===== src/rtl/cart_bank_pkg.sv =====
package cart_bank_pkg;

  // Region codes taken from addr[15:13]
  localparam logic [2:0] REG_RAMEN = 3'b000;
  localparam logic [2:0] REG_LOW   = 3'b001;
  localparam logic [2:0] REG_AUX   = 3'b010;
  localparam logic [2:0] REG_MODE  = 3'b011;
  localparam logic [2:0] WIN_RAM   = 3'b101;

  localparam logic [3:0] RAM_KEY   = 4'hA;

  // Strobes from decode to datapath
  typedef struct packed {
    logic ldRamEn;
    logic ldLow;
    logic ldAux;
    logic ldMode;
    logic ramWin;
  } bankStrobes_t;

endpackage


===== src/rtl/bank_wrap.sv =====
module bank_wrap #(
  parameter int W = 8
) (
  input  logic [W-1:0] value,
  input  logic [W-1:0] count,
  output logic [W-1:0] wrapped
);
  always_comb begin
    if (count == '0) wrapped = '0;
    else             wrapped = value % count;
  end
endmodule


===== src/rtl/cart_bank_decode.sv =====
module cart_bank_decode
  import cart_bank_pkg::*;
#(
  parameter int ADDR_W = 16
) (
  input  logic              wrEn,
  input  logic [ADDR_W-1:0] addr,
  output bankStrobes_t      strobes
);
  logic [2:0] region;
  assign region = addr[ADDR_W-1 -: 3];

  always_comb begin
    strobes        = '0;
    strobes.ramWin = wrEn && (region == WIN_RAM);
    if (wrEn) begin
      unique case (region)
        REG_RAMEN: strobes.ldRamEn = 1'b1;
        REG_LOW:   strobes.ldLow   = 1'b1;
        REG_AUX:   strobes.ldAux   = 1'b1;
        REG_MODE:  strobes.ldMode  = 1'b1;
        default:   ;
      endcase
    end
  end
endmodule


===== src/rtl/cart_bank_datapath.sv =====
module cart_bank_datapath
  import cart_bank_pkg::*;
#(
  parameter int DATA_W = 8,
  parameter int LOW_W  = 5,
  parameter int AUX_W  = 2,
  localparam int ROM_W    = LOW_W + AUX_W,
  localparam int ROMCNT_W = ROM_W + 1,
  localparam int RAMCNT_W = AUX_W + 1
) (
  input  logic                clk,
  input  logic                rstN,
  input  bankStrobes_t        strobes,
  input  logic [DATA_W-1:0]   wrData,
  input  logic [ROMCNT_W-1:0] romBankCount,
  input  logic [RAMCNT_W-1:0] ramBankCount,
  input  logic [DATA_W-1:0]   ramRdData,
  output logic [ROM_W-1:0]    romBank,
  output logic [AUX_W-1:0]    ramBank,
  output logic                ramEnabled,
  output logic                ramWrEn,
  output logic [DATA_W-1:0]   extRdData
);
  logic                ramEnReg;
  logic [LOW_W-1:0]    lowReg;
  logic [AUX_W-1:0]    auxReg;
  logic                modeReg;
  logic [LOW_W-1:0]    lowNext;
  logic [RAMCNT_W-1:0] auxWrapped;
  logic [ROMCNT_W-1:0] romComposed;
  logic [ROMCNT_W-1:0] romWrapped;

  assign lowNext = (wrData[LOW_W-1:0] == '0) ? LOW_W'(1) : wrData[LOW_W-1:0];

  bank_wrap #(.W(RAMCNT_W)) uAuxWrap (
    .value  ({1'b0, wrData[AUX_W-1:0]}),
    .count  (ramBankCount),
    .wrapped(auxWrapped)
  );

  always_ff @(posedge clk or negedge rstN) begin
    if (!rstN) begin
      ramEnReg <= 1'b0;
      lowReg   <= LOW_W'(1);
      auxReg   <= '0;
      modeReg  <= 1'b0;
    end else begin
      if (strobes.ldRamEn) ramEnReg <= (wrData[3:0] == RAM_KEY);
      if (strobes.ldLow)   lowReg   <= lowNext;
      if (strobes.ldAux)   auxReg   <= auxWrapped[AUX_W-1:0];
      if (strobes.ldMode)  modeReg  <= wrData[0];
    end
  end

  always_comb begin
    if (modeReg) begin
      romComposed = ROMCNT_W'(lowReg);
      ramBank     = auxReg;
    end else begin
      romComposed = {1'b0, auxReg, lowReg};
      ramBank     = '0;
    end
  end

  bank_wrap #(.W(ROMCNT_W)) uRomWrap (
    .value  (romComposed),
    .count  (romBankCount),
    .wrapped(romWrapped)
  );

  assign romBank    = romWrapped[ROM_W-1:0];
  assign ramEnabled = ramEnReg;
  assign ramWrEn    = strobes.ramWin && ramEnReg;
  assign extRdData  = ramEnReg ? ramRdData : {DATA_W{1'b1}};

  a_r3_low_nonzero: assert property (@(posedge clk) disable iff (!rstN)
    lowReg != '0);

  a_r2_enable_key: assert property (@(posedge clk) disable iff (!rstN)
    strobes.ldRamEn |=> ramEnabled == ($past(wrData[3:0]) == RAM_KEY));

  a_r4_aux_in_range: assert property (@(posedge clk) disable iff (!rstN)
    (strobes.ldAux && ramBankCount != '0) |=> (RAMCNT_W'(auxReg) < $past(ramBankCount)));

  a_r5_mode_held: assert property (@(posedge clk) disable iff (!rstN)
    !strobes.ldMode |=> $stable(modeReg));

  a_r8_rom_in_range: assert property (@(posedge clk) disable iff (!rstN)
    romBankCount != '0 |-> ROMCNT_W'(romBank) < romBankCount);

  a_r9_closed_no_write: assert property (@(posedge clk) disable iff (!rstN)
    !ramEnabled |-> (!ramWrEn && extRdData == {DATA_W{1'b1}}));

  a_r6_ram_zero_layout0: assert property (@(posedge clk) disable iff (!rstN)
    (strobes.ldMode && !wrData[0]) |=> ramBank == '0);
endmodule


===== src/rtl/cart_bank_ctrl.sv =====
module cart_bank_ctrl
  import cart_bank_pkg::*;
#(
  parameter int ADDR_W = 16,
  parameter int DATA_W = 8,
  parameter int LOW_W  = 5,
  parameter int AUX_W  = 2
) (
  input  logic                     clk,
  input  logic                     rstN,
  input  logic                     wrEn,
  input  logic [ADDR_W-1:0]        addr,
  input  logic [DATA_W-1:0]        wrData,
  input  logic [LOW_W+AUX_W:0]     romBankCount,
  input  logic [AUX_W:0]           ramBankCount,
  input  logic [DATA_W-1:0]        ramRdData,
  output logic [LOW_W+AUX_W-1:0]   romBank,
  output logic [AUX_W-1:0]         ramBank,
  output logic                     ramEnabled,
  output logic                     ramWrEn,
  output logic [DATA_W-1:0]        extRdData
);
  bankStrobes_t strobes;

  cart_bank_decode #(.ADDR_W(ADDR_W)) uDecode (
    .wrEn   (wrEn),
    .addr   (addr),
    .strobes(strobes)
  );

  cart_bank_datapath #(
    .DATA_W(DATA_W), .LOW_W(LOW_W), .AUX_W(AUX_W)
  ) uPath (
    .clk         (clk),
    .rstN        (rstN),
    .strobes     (strobes),
    .wrData      (wrData),
    .romBankCount(romBankCount),
    .ramBankCount(ramBankCount),
    .ramRdData   (ramRdData),
    .romBank     (romBank),
    .ramBank     (ramBank),
    .ramEnabled  (ramEnabled),
    .ramWrEn     (ramWrEn),
    .extRdData   (extRdData)
  );

  a_r10_high_half_no_strobe: assert property (@(posedge clk) disable iff (!rstN)
    (!wrEn || addr[ADDR_W-1]) |-> !(strobes.ldRamEn || strobes.ldLow || strobes.ldAux || strobes.ldMode));
endmodule


===== config.mk =====
export PLATFORM = sky130hd
export DESIGN_NAME = cart_bank_ctrl
export DESIGN_NICKNAME = d
export VERILOG_FILES = /design/src/rtl/cart_bank_pkg.sv /design/src/rtl/bank_wrap.sv /design/src/rtl/cart_bank_decode.sv /design/src/rtl/cart_bank_datapath.sv /design/src/rtl/cart_bank_ctrl.sv
export SDC_FILE = /design/constraint.sdc
export NUM_CORES = 1
export LEC_CHECK = 0
export BUFFER_PORTS_ARGS = -buffer_cell sky130_fd_sc_hd__clkbuf_2
export CORE_MARGIN = 10
export CORE_UTILIZATION = 30
export CTS_BUF_LIST = sky130_fd_sc_hd__clkbuf_4
export CTS_CLUSTER_DIAMETER = 150
export DETAILED_ROUTE_END_ITERATION = 8
export MAX_ROUTING_LAYER = met4
export PLACE_DENSITY = 0.58
export REMOVE_ABC_BUFFERS = 1
export SLEW_MARGIN = 20
export SYNTH_ARGS = -nofsm -noshare
export SYNTH_HDL_FRONTEND = slang
export SYNTH_SLANG_ARGS = --single-unit

===== constraint.sdc =====
create_clock -name clk -period 30.8 [get_ports clk]
set_input_delay 0 -clock clk [delete_from_list [all_inputs] [get_ports clk]]
set_output_delay 0 -clock clk [all_outputs]
set_load 0.02 [all_outputs]

=== Yosys cells after proc, flatten, opt, wreduce, memory -nomap -nowiden ===
Cells that the tools add are included.

* Word-level logic and storage cells: 28
* Output and inout bits: 19
* Input bits: 46
* Register bits: 9

* Div/mod/pow operators: 2
* Reduce and logical (&&, ||, !) cells: 6
* Muxes and demuxes: 11
* Equality and inequality tests: 5

{| class="wikitable"
|+ Operators by type and width
! cell !! count
|-
| 7-bit 2-to-1 mux || 2
|-
| 8-bit logical NOT || 1
|-
| 8-bit by 8-bit remainder unit with 8-bit output || 1
|-
| 8-bit 2-to-1 mux || 1
|-
| 3-bit by 2-bit == test with 1-bit output (second input constant) || 2
|-
| 3-bit logical NOT || 2
|-
| 5-bit logical NOT || 1
|-
| 5-bit 2-to-1 mux || 1
|-
| 4-bit == test (second input constant) || 1
|-
| 1-bit 2-to-1 mux || 4
|-
| 2-bit 2-to-1 mux || 2
|-
| 4-bit 2-to-1 mux || 1
|-
| 3-bit by 1-bit == test with 1-bit output (second input constant) || 1
|-
| 3-bit == test (second input constant) || 1
|-
| 2-bit by 3-bit remainder unit with 3-bit output || 1
|-
| 1-bit logical AND || 2
|}

=== Longest topological paths before layout ===
Gate-level depths: netlist of run 1.

* Depth after elaboration: 3
* Gate-level depth with buffers: 46
* Gate-level depth less buffers: 44

=== Hierarchy ===
Synthesis of run 1 repeated with hierarchy kept, for this count alone.

* Cell total of the unflattened synthesis: 370
* Area, all modules: 2870.3 um2

{| class="wikitable"
|+ By module, submodules not included
! module !! area an instance (um2) !! instances !! cells an instance !! seq. area each (um2)
|-
| bank_wrap at uPath.uRomWrap || 2031.9 || 1 || 289 || 0.0
|-
| cart_bank_datapath || 432.9 || 1 || 36 || 226.5
|-
| bank_wrap at uPath.uAuxWrap || 342.8 || 1 || 40 || 0.0
|-
| cart_bank_decode || 62.6 || 1 || 5 || 0.0
|}

=== Least setup slack after synthesis of run 1 ===
Ideal clock, no wire load.

* Kind: reg2out
* Start: reg uPath.modeReg
* End: out romBank[2]
* Required time: 30.800 ns
* Arrival time: 9.796 ns
* Slack: 21.004 ns
* Path buffers: 2
* Stages on the path, launching flop included: 42
* Cells stage by stage: dfrtp_1 nand2b_1 inv_1 ha_1 nor2_1 or3_1 ha_1 o211ai_1 a211oi_1 or4_1 a21boi_0 ha_1 or3_1 o221a_2 nand2_1 mux2_2 ha_1 and4_1 [... 6 more ...] a41o_1 clkbuf_1 mux2_2 ha_1 a21oi_1 a31oi_1 o211ai_1 a21o_1 buf_2 mux2_2 ha_1 nor2b_1 o21ai_0 nand2b_1 a31oi_1 a21oi_1 nor3_1 a22o_1

* Cells in the longest elaborated chain, start to end: 3

{| class="wikitable"
|+ RTL lines
! item !! RTL line !! RTL
|-
| start, declared || cart_bank_datapath.sv:27 || <nowiki>logic modeReg;</nowiki>
|-
| start signal, assigned || cart_bank_datapath.sv:51 || <nowiki>if (strobes.ldMode) modeReg <= wrData[0];</nowiki>
|-
| 7-bit 2-to-1 mux || cart_bank_datapath.sv:56 || <nowiki>if (modeReg) begin</nowiki>
|-
| 8-bit by 8-bit remainder unit with 8-bit output || bank_wrap.sv:10 || <nowiki>else wrapped = value % count;</nowiki>
|-
| 7-bit 2-to-1 mux || bank_wrap.sv:9 || <nowiki>if (count == '0) wrapped = '0;</nowiki>
|-
| end, declared || cart_bank_ctrl.sv:17 || <nowiki>output logic [LOW_W+AUX_W-1:0] romBank,</nowiki>
|}

Every way passes these cells.

=== Worst setup path after layout of run 1 ===
Same ends and word-level chain as after synthesis.

==> results of run 1 <==
## stage by stage
step,power [uW],hold WS [ns],cells,area (um2),utilization [%]
6_report,154,0.0138,474,2930,35.9
5_1_grt,171,0.0229,474,2930,35.9
4_1_cts,155,0.00721,474,2930,35.9
3_5_place_dp,145,-0.130,467,2870,35.2
3_3_place_gp,142,-0.130,467,2870,35.2
2_1_floorplan,116,-0.296,314,2500,-
## final timing paths
check	depth (start not counted)	slack (ns)	start	endpoint
worst max register to register	1	29.90	uPath.ramEnabled	uPath.ramEnabled
min in group asynchronous	2	0.12	rstN	uPath.ramEnabled
max in group asynchronous	2	30.43	rstN	uPath.lowReg[0]
worst max-delay path	41	19.51	uPath.modeReg	romBank[2]
worst min register to register	2	0.50	uPath.auxReg[0]	uPath.auxReg[0]
worst min-delay path	2	0.01	wrData[3]	uPath.lowReg[3]
## worst max-delay path, delay by kind of cell, from the launching register on
kind	cells	cell delay, ns
buffers and inverters	3	0.29
multiplexers	3	1.03
AND/OR/NAND/NOR	11	2.85
flip-flops	1	0.39
AO/OA/AOI/OAI	17	4.20
adder cells (fa/ha/maj)	7	2.26
## metal layers
metal	up-vias	GRT usage (%)
met3	4	0.751
met1	1128	12.5
li1	1299	-
met4	0	1.63
met2	49	17.8
met5	-	-
## cell families (layout without fill, tap and decap cells)
logic type | count (synthesis) | count (layout)
simple gates | 108 | 108
compound gates | 95 | 95
fa+ha+maj | 45 | 45
buf+inv | 26 | 77
mux | 18 | 18
xor+xnor | 16 | 16
flops | 9 | 9
other cells | 1 | 1
## power groups by stage
stage,Clock (uW),Sequential [uW],Combinational [uW]
2_1_floorplan,0,16.2,99.6
3_3_place_gp,0,16.9,125
3_5_place_dp,0,16.9,128
4_1_cts,9.83,16.7,129
5_1_grt,10.9,17.1,143
6_report,9.73,16.6,128
## cell type report
| cell class | instances | area share, % |
|---|---|---|
| multi-input cells | 283 | 74.8 |
| inverters | 22 | 2.81 |
| clock buffers | 4 | 1.02 |
| repair buffers | 51 | 9.21 |
| well taps | 105 | 4.48 |
| flip-flops and latches | 9 | 7.72 |
## cell usage in the layout, fill, tap and decap left out, types with 2 or more instances in the layout
master,instances
o2111ai_1,2
inv_1,22
o31ai_1,2
or3_1,9
and4_1,4
mux2_4,2
dlygate4sd3_1,3
nor2_1,28
nor2b_1,6
xnor2_1,10
a21o_1,9
mux2_2,11
o21ai_0,23
nor3_1,13
or2_2,2
and2_1,3
o31ai_2,2
clkbuf_4,4
dfrtp_1,8
o2bb2ai_1,3
clkbuf_2,48
nand2_1,16
nand2b_1,14
a21oi_1,14
nor4b_1,2
nor4_1,2
o221a_2,2
a31oi_1,3
ha_1,44
a211oi_1,5
o21a_1,9
o211ai_1,4
mux2i_1,5
a41o_1,3
xor2_1,6
nand3_1,3
## registers in the layout, summed over array words and instances (netlist names)
signal,count
uPath.lowReg,5
uPath.auxReg,2
uPath.modeReg,1
uPath.ramEnabled,1
## timing repair
item	4_1_cts	5_1_grt
hold buffers	3	0
gates resized for setup	0	0
hold endpoints to repair	11	0
==> flow_summary_export.csv, run 1 <==
group,metric,value,unit
placement,portBuffers,48,
synth,ys_ff_latch,9,
clock_tree,cts_tree,"done",
layout,seq_area,226,um2
sta,hold_viol_final,0,
die,die_h,112,um
power_and_ir_drop,power_frac_seq,10.8,%
synth,synth_top_area_share,21.9,%
drt,post_drt_wl_per_cell,13.5,um
power_and_ir_drop,swShare,49.9,%
die,start_util,30.8,%
sta,setup_slack,19.51,ns
synth,synth_cells,318,
grt,grt_pass1_vias,2513,
clock_tree,cts.sinks,9,
setup_path,cpPeakStageDelay,0.63,ns
power_and_ir_drop,p_per_area,52.5,nW/um2
sta,min_period,11.29,ns
grt,grt.total_usage,10.1,%
drt,first_pass_iters,4,
synth,yosysUniqueCellTypes,58,
die,rows,33,
grt,grt_max_degree,12,
sta,rsz0062_at_grt,"false",
placement,dp_slack,19.84,ns
layout,area_growth,16.5,%
synth,synth.area.top_cells,"ha_1 (22%), dfrtp_1 (7.9%), mux2_2 (4.9%), o21ai_0 (4.6%), nor2_1 (4.2%)",
grt,grt_first_pass_wirelength,11.1,mm
power_and_ir_drop,leakage,0.00143,uW
setup_path,worstPathRequired,30.80,ns
power_and_ir_drop,switching_power,77.0,uW
setup_path,crit_slowest_cell,"or4_1",
synth,syn_area_per_cell,7.92,um2
setup_path,crit_top_cell,"ha_1",
layout,multi_input_area,2190,um2
flow_run,drv_cap,0,
drt,routed-wl-met2,2.99,mm
drt,viasPerCell,5.23,
power_and_ir_drop,clockPowerShare,6.3,%
synth,synthArstFlopShare,100,%
synth,yosysMostFrequentCell,"ha_1",
setup_path,critPathCaptureType,"primary output",
synth,synth_compound_area_share,27.3,%
synth,synth_simple_gate_area_share,23.3,%
grt,grt-ovfl-total,0,
placement,dp_hpwl,5.66,mm
sta,fin_skew,0,ns
sta,worstMarginPinSlew,0.691,ns
drt,route.top_layer_used,"met4",
drt,dr_total_vias,2480,
synth,synth_edf_count,0,
sta,finalMaxSlewViolations,0,
power_and_ir_drop,p_int,77.2,uW
clock_tree,cts_setup_buffers,0,
synth,synth_xor_area_share,5.56,%
synth,synth_commonest_cells,"ha_1 (44), nor2_1 (28), o21ai_0 (23)",
synth,synthAdderAreaFrac,22.7,%
layout,n_antenna_cell,0,
grt,antenna_found_initial,0,
drt,dr_wl_met3,134,um
die,die_w,112,um
layout,n_fill_cell,861,
drt,wirelength,6.41,mm
synth,synth_mux_area_share,8.10,%
clock_tree,clock_tree.buffer_depth,2,
sta,final.setup.tns,0,ns
setup_path,arrival,11.29,ns
sta,relSlewSlack,52.7,%
setup_path,worstPathMaxFanout,8,
setup_path,crit_path_start_kind,"flop",
drt,postRouteAntennaNets,0,
clock_tree,clk_latency,0.25,ns
sta,fmax,0.0886,GHz
run_status,outcome,"finished clean",
synth,yosysTopAreaCell,"ha_1",
drt,drtIter0Drc,96,
clock_tree,cts_root_buffer,"clkbuf_4",
clock_tree,h-tree-depth,1,
die,core-area,8180,um2
synth,syn_area,2520,um2
layout,nets,461,
min_path,hp-class,"input port to flop",
synth,yosysWarnings,0,
synth,synth_ff_type,"dfrtp_1",
power_and_ir_drop,peakVddDrop,0.0168,mV
synth,synth_top_family_by_area,"compound AO/OA/AOI/OAI gates",
clock_tree,clkTransAtPathRegs,0.06,ns
power_and_ir_drop,combPwrFrac,82.9,%
sta,setup_viol,0,
setup_path,path_class,"flop to primary output",
layout,drive_gt1_share,22.0,%
sta,fin_crit_sh,36.6,%
placement,gp_congestion,0.863,
clock_tree,cts_buffers,3,
drt,drc,0,
die,die_area,12500,um2
die,ios,65,
synth,ys_seq_area_share,8.99,%
drt,met1_length,3.25,mm
Power figures use the tool's default switching activity.
==> run 2: changes to the inputs <==
--- a/config.mk
+++ b/config.mk
@@ -12,7 +12,7 @@
 export CTS_CLUSTER_DIAMETER = 150
 export DETAILED_ROUTE_END_ITERATION = 8
 export MAX_ROUTING_LAYER = met4
-export PLACE_DENSITY = 0.58
+export PLACE_DENSITY = 0.6
 export REMOVE_ABC_BUFFERS = 1
 export SLEW_MARGIN = 20
 export SYNTH_ARGS = -nofsm -noshare
==> constraint.sdc (replaced) <==
create_clock -name clk -period 9.3 [get_ports clk]
set_input_delay 0 -clock clk [delete_from_list [all_inputs] [get_ports clk]]
set_output_delay 0 -clock clk [all_outputs]
set_load 0.02 [all_outputs]
==> flow_summary_export.csv, run 2 (synthesis results as in run 1) <==
group,metric,value,unit
sta,hold_viol_final,0,
setup_path,cpPeakStageDelay,0.54,ns
sta,whs,0.00997,ns
sta,relSlewSlack,44.9,%
sta,worstMarginPinSlew,0.820,ns
clock_tree,cts_tree,"done",
grt,antenna_found_initial,0,
sta,rsz0062_at_grt,"true",
run_status,outcome,"finished with violations",
layout,drive_gt1_share,54.5,%
drt,viasPerCell,5.20,
drt,drtIter0Drc,133,
setup_path,worstPathRequired,9.30,ns
layout,most-common-layout-cells,"buf_4 (130), clkbuf_2 (41), ha_1 (28), nor2_1 (26)",
clock_tree,cts_root_buffer,"clkbuf_4",
placement,portBuffers,48,
die,die_area,12500,um2
drt,postRouteAntennaNets,0,
min_path,hp-class,"input port to flop",
setup_path,crit_slowest_cell,"or4_4",
power_and_ir_drop,leakage,0.00215,uW
sta,setup_slack,-0.422,ns
sta,setup_viol,7,
layout,area_growth,80.5,%
sta,finalMaxSlewViolations,0,
run_status,violations,"negative setup slack",
die,die_h,112,um
sta,fin_crit_sh,105,%
die,ios,65,
power_and_ir_drop,p_per_area,188,nW/um2
placement,gp_congestion,0.872,
placement,dp_slack,-0.327,ns
drt,post_drt_wl_per_cell,16.1,um
setup_path,worstPathMaxFanout,5,
setup_path,arrival,9.72,ns
placement,dp_cells,557,
setup_path,crit_top_cell,"buf_4",
clock_tree,h-tree-depth,1,
drt,first_pass_iters,4,
setup_path,reg2reg_depth,4,
grt,grt_max_degree,12,
die,start_util,30.8,%
layout,instances_no_fill,606,
layout,nets,593,
grt,grt-ovfl-total,0,
layout,final_common_cell,"buf_4",
die,rows,33,
min_path,min_path_cells,2,
die,core-area,8180,um2
placement,dp_hpwl,6.54,mm
clock_tree,cts_buffers,3,
setup_path,critPathCaptureType,"primary output",
layout,n_fill_cell,681,
power_and_ir_drop,peakVddDrop,0.0685,mV
clock_tree,clkTransAtPathRegs,0.05,ns
clock_tree,clock_tree.buffer_depth,2,
setup_path,path_class,"flop to primary output",
layout,reg_top3,"uPath.lowReg x5, uPath.auxReg x2",
placement,place_area,3550,um2
flow_run,drv_cap,0,
grt,grt.total_usage,13.5,%
layout,regMostFlops,"uPath.lowReg",
sta,fmax,0.103,GHz
grt,grt_first_pass_wirelength,14.7,mm
sta,fin_skew,0,ns
layout,n_antenna_cell,0,
drt,wirelength,9.73,mm
grt,grt_pass1_vias,3276,
clock_tree,clk_latency,0.25,ns
setup_path,crit_path_start_kind,"flop",
clock_tree,cts.sinks,9,
layout,fin_area,4550,um2
layout,multi_input_area,2750,um2
drt,drc,0,
layout,finish.utilization,55.6,%
drt,dr_total_vias,3154,
layout,seq_area,226,um2
layout,largest_reg_flops,5,
die,die_w,112,um
sta,min_period,9.72,ns
run 2: report_power, final:
group	internal, uW	switching, uW
clock network	19.4	12.6
logic	415	353
registers	47.9	8.53
run 2: area by class of cell:
| cell class | count | area share [%] |
|---|---|---|
| Timing Repair Buffer | 183 | 29.0 |
| Multi-Input combinational cell | 283 | 60.6 |
| Sequential cell | 9 | 4.98 |
| Tap cell | 105 | 2.89 |
| Clock buffer | 4 | 0.661 |
| Inverter | 22 | 1.87 |
run 2: final timing paths:
kind / startpoint / to / slack (ns)
max: uPath.auxReg[1] / romBank[2] / -0.42
min: wrData[4] / uPath.lowReg[4] / 0.01
max reg2reg: uPath.auxReg[1] / uPath.auxReg[1] / 8.39
min reg2reg: uPath.auxReg[0] / uPath.auxReg[0] / 0.50
max in group asynchronous: rstN / uPath.lowReg[0] / 8.93
min in group asynchronous: rstN / uPath.ramEnabled / 0.12
run 2: layer usage:
metal  GRT usage (%)  share of wire (%)  vias to the layer above
li1                -                  -                     1556
met3            1.07                2.6                       23
met5               -                  0                        -
met1            16.0                 42                     1498
met4            2.91                2.5                        0
met2            24.2                 53                       77
run 2: through the flow:
step	power, uW	TNS, ns
global route	917	-4.94
finish	856	-2.35
CTS	752	-0.430
floorplan	383	-2.52
detailed placement	596	-2.08
global placement	589	-0.348
run 2: what timing repair did:
| item | CTS | global route |
|---|---|---|
| setup buffers | 35 | 12 |
| hold endpoints to repair | 10 | 0 |
| resized for setup | 62 | 51 |
| pin swaps | 28 | 48 |
| hold buffers | 2 | 0 |
| setup endpoints to repair | 7 | 7 |
run 2: worst max-delay path: cells and delay by family (launching register included):
| family | cells | cell delay (ns) |
|---|---|---|
| compound gates | 16 | 3.05 |
| fa+ha+maj | 7 | 1.73 |
| buf+inv | 10 | 1.27 |
| flops | 1 | 0.40 |
| mux | 2 | 0.63 |
| simple gates | 12 | 2.37 |
==> run 3: changes to the inputs <==
==> constraint.sdc (replaced) <==
create_clock -name clk -period 9.3 [get_ports clk]
set_input_delay 0.93 -clock clk [delete_from_list [all_inputs] [get_ports clk]]
set_output_delay 0.93 -clock clk [all_outputs]
set_load 0.02 [all_outputs]
==> flow_summary_export.csv, run 3 (synthesis results as in run 1) <==
group,metric,value,unit
run_status,outcome,"finished with violations",
run_status,violations,"negative setup slack",
sta,rsz0062_at_grt,"true",
flow_run,drv_cap,0,
grt,antenna_found_initial,0,
setup_path,worstPathRequired,8.37,ns
power_and_ir_drop,p_int,489,uW
layout,area_growth,79.5,%
clock_tree,cts_tree,"done",
die,die_area,12500,um2
clock_tree,clk_latency,0.25,ns
setup_path,arrival,10.22,ns
setup_path,cpPeakStageDelay,0.56,ns
sta,min_period,11.15,ns
clock_tree,cts.sinks,9,
setup_path,crit_start,"romBankCount[4]",
drt,first_pass_iters,5,
power_and_ir_drop,p_per_area,191,nW/um2
min_path,hp-class,"input port to async pin",
die,die_w,112,um
power_and_ir_drop,leakage,0.00216,uW
sta,setup_viol,7,
sta,fmax,0.0897,GHz
setup_path,critPathCaptureType,"primary output",
sta,hold_viol_final,0,
placement,gp_congestion,0.872,
power_and_ir_drop,swShare,43.4,%
power_and_ir_drop,peakVddDrop,0.0865,mV
grt,grt-ovfl-total,0,
layout,seq_area,226,um2
sta,fin_crit_sh,120,%
die,rows,33,
clock_tree,cts_root_buffer,"clkbuf_4",
drt,viasPerCell,5.25,
power_and_ir_drop,clockPowerShare,3.6,%
layout,most-common-layout-cells,"buf_4 (125), clkbuf_2 (38), nor2_1 (27), ha_1 (27)",
sta,final.setup.tns,-12.75,ns
layout,regMostFlops,"uPath.lowReg",
clock_tree,cts_buffers,3,
power_and_ir_drop,combPwrFrac,89.9,%
grt,grt_pass1_vias,3350,
placement,dp_cells,573,
die,core-area,8180,um2
sta,setup_slack,-1.85,ns
setup_path,r2r-end,"uPath.ramEnabled",
die,die_h,112,um
setup_path,cp.buffers_inverters,5,
setup_path,reg2reg_depth,1,
die,ios,65,
setup_path,cp_top_family,"compound AO/OA/AOI/OAI gates",
clock_tree,hold_buffers,0,
drt,post_drt_wl_per_cell,16.0,um
layout,finish.utilization,55.3,%
sta,relSlewSlack,41.7,%
layout,n_fill_cell,682,
sta,fin_skew,0,ns
setup_path,worstPathMaxFanout,5,
sta,whs,0.520,ns
setup_path,reg2reg_from,"uPath.ramEnabled",
die,start_util,30.8,%
grt,grt_first_pass_wirelength,15.0,mm
layout,instances_no_fill,602,
placement,portBuffers,48,
setup_path,crit_path_start_kind,"input port",
grt,grt.total_usage,13.9,%
sta,worstMarginPinSlew,0.868,ns
setup_path,path_class,"input port to primary output",
grt,grt_max_degree,12,
layout,multi_input_area,2730,um2
layout,n_antenna_cell,0,
drt,drtIter0Drc,146,
drt,dr_total_vias,3160,
drt,drc,0,
setup_path,r2r_slack,8.39,ns
drt,postRouteAntennaNets,0,
layout,largest_reg_flops,5,
layout,final_common_cell,"buf_4",
setup_path,crit_slowest_cell,"or4_4",
clock_tree,clock_tree.buffer_depth,2,
power_and_ir_drop,switching_power,374,uW
placement,dp_hpwl,6.93,mm
layout,drive_gt1_share,54.3,%
sta,finalMaxSlewViolations,0,
clock_tree,clkTransAtPathRegs,0.06,ns
power_and_ir_drop,power_frac_seq,6.4,%
layout,nets,589,
drt,wirelength,9.62,mm
layout,reg_top3,"uPath.lowReg x5, uPath.auxReg x2",
clock_tree,h-tree-depth,1,
## run 3: cell count changes in the layout (fill, tap and decap cells not counted), sizes merged
cell | previous run | this run
clkbuf | 47 | 44
buf | 138 | 139
dlygate4sd3 | 2 | 0
## run 3: what timing repair did
item,in CTS,in global routing
resized for setup,71,46
endpoints found under the setup margin,7,7
setup buffers,13,12
pin swaps,32,42
hold endpoints to repair,0,0
## run 3: area by class of cell
type	count	share of cell area, %
Sequential cell	9	5.01
Inverter	22	1.88
Tap cell	105	2.91
Multi-Input combinational cell	283	60.4
Timing Repair Buffer	179	29.1
Clock buffer	4	0.664
## run 3: how the worst max path moves through the flow
stage	cells past startpoint	slack, ns	to
2_1_floorplan	39	-1.98	romBank[2]
3_3_place_gp	44	-1.84	romBank[2]
3_5_place_dp	44	-2.09	romBank[0]
4_1_cts	43	-1.59	romBank[4]
5_1_grt	42	-2.19	romBank[3]
6_report	42	-1.85	romBank[5]
## run 3: power groups by stage
stage / registers [uW] / clock network, uW / logic [uW]
global placement: 54.8 / 0 / 562
CTS: 55.1 / 32.3 / 671
global route: 57.3 / 34.4 / 835
floorplan: 53.8 / 0 / 330
finish: 55.5 / 31.3 / 776
detailed placement: 55.2 / 0 / 573
## run 3: per-stage QoR
step                instance area (um2)  worst slack (ns)  total power [uW]
finish                             4520             -1.85               863
global route                       4520             -2.19               926
CTS                                4170             -1.59               758
detailed placement                 3670             -2.09               629
global placement                   3670             -1.84               617
floorplan                          2500             -1.98               383
## run 3: layer usage
| layer | share of wire (%) | global-route usage [%] | routed length, um |
|---|---|---|---|
| met1 | 45 | 16.8 | 4350 |
| met2 | 51 | 24.7 | 4880 |
| met3 | 2.5 | 1.02 | 240 |
| met4 | 1.6 | 2.66 | 154 |
| met5 | 0 | - | 0 |
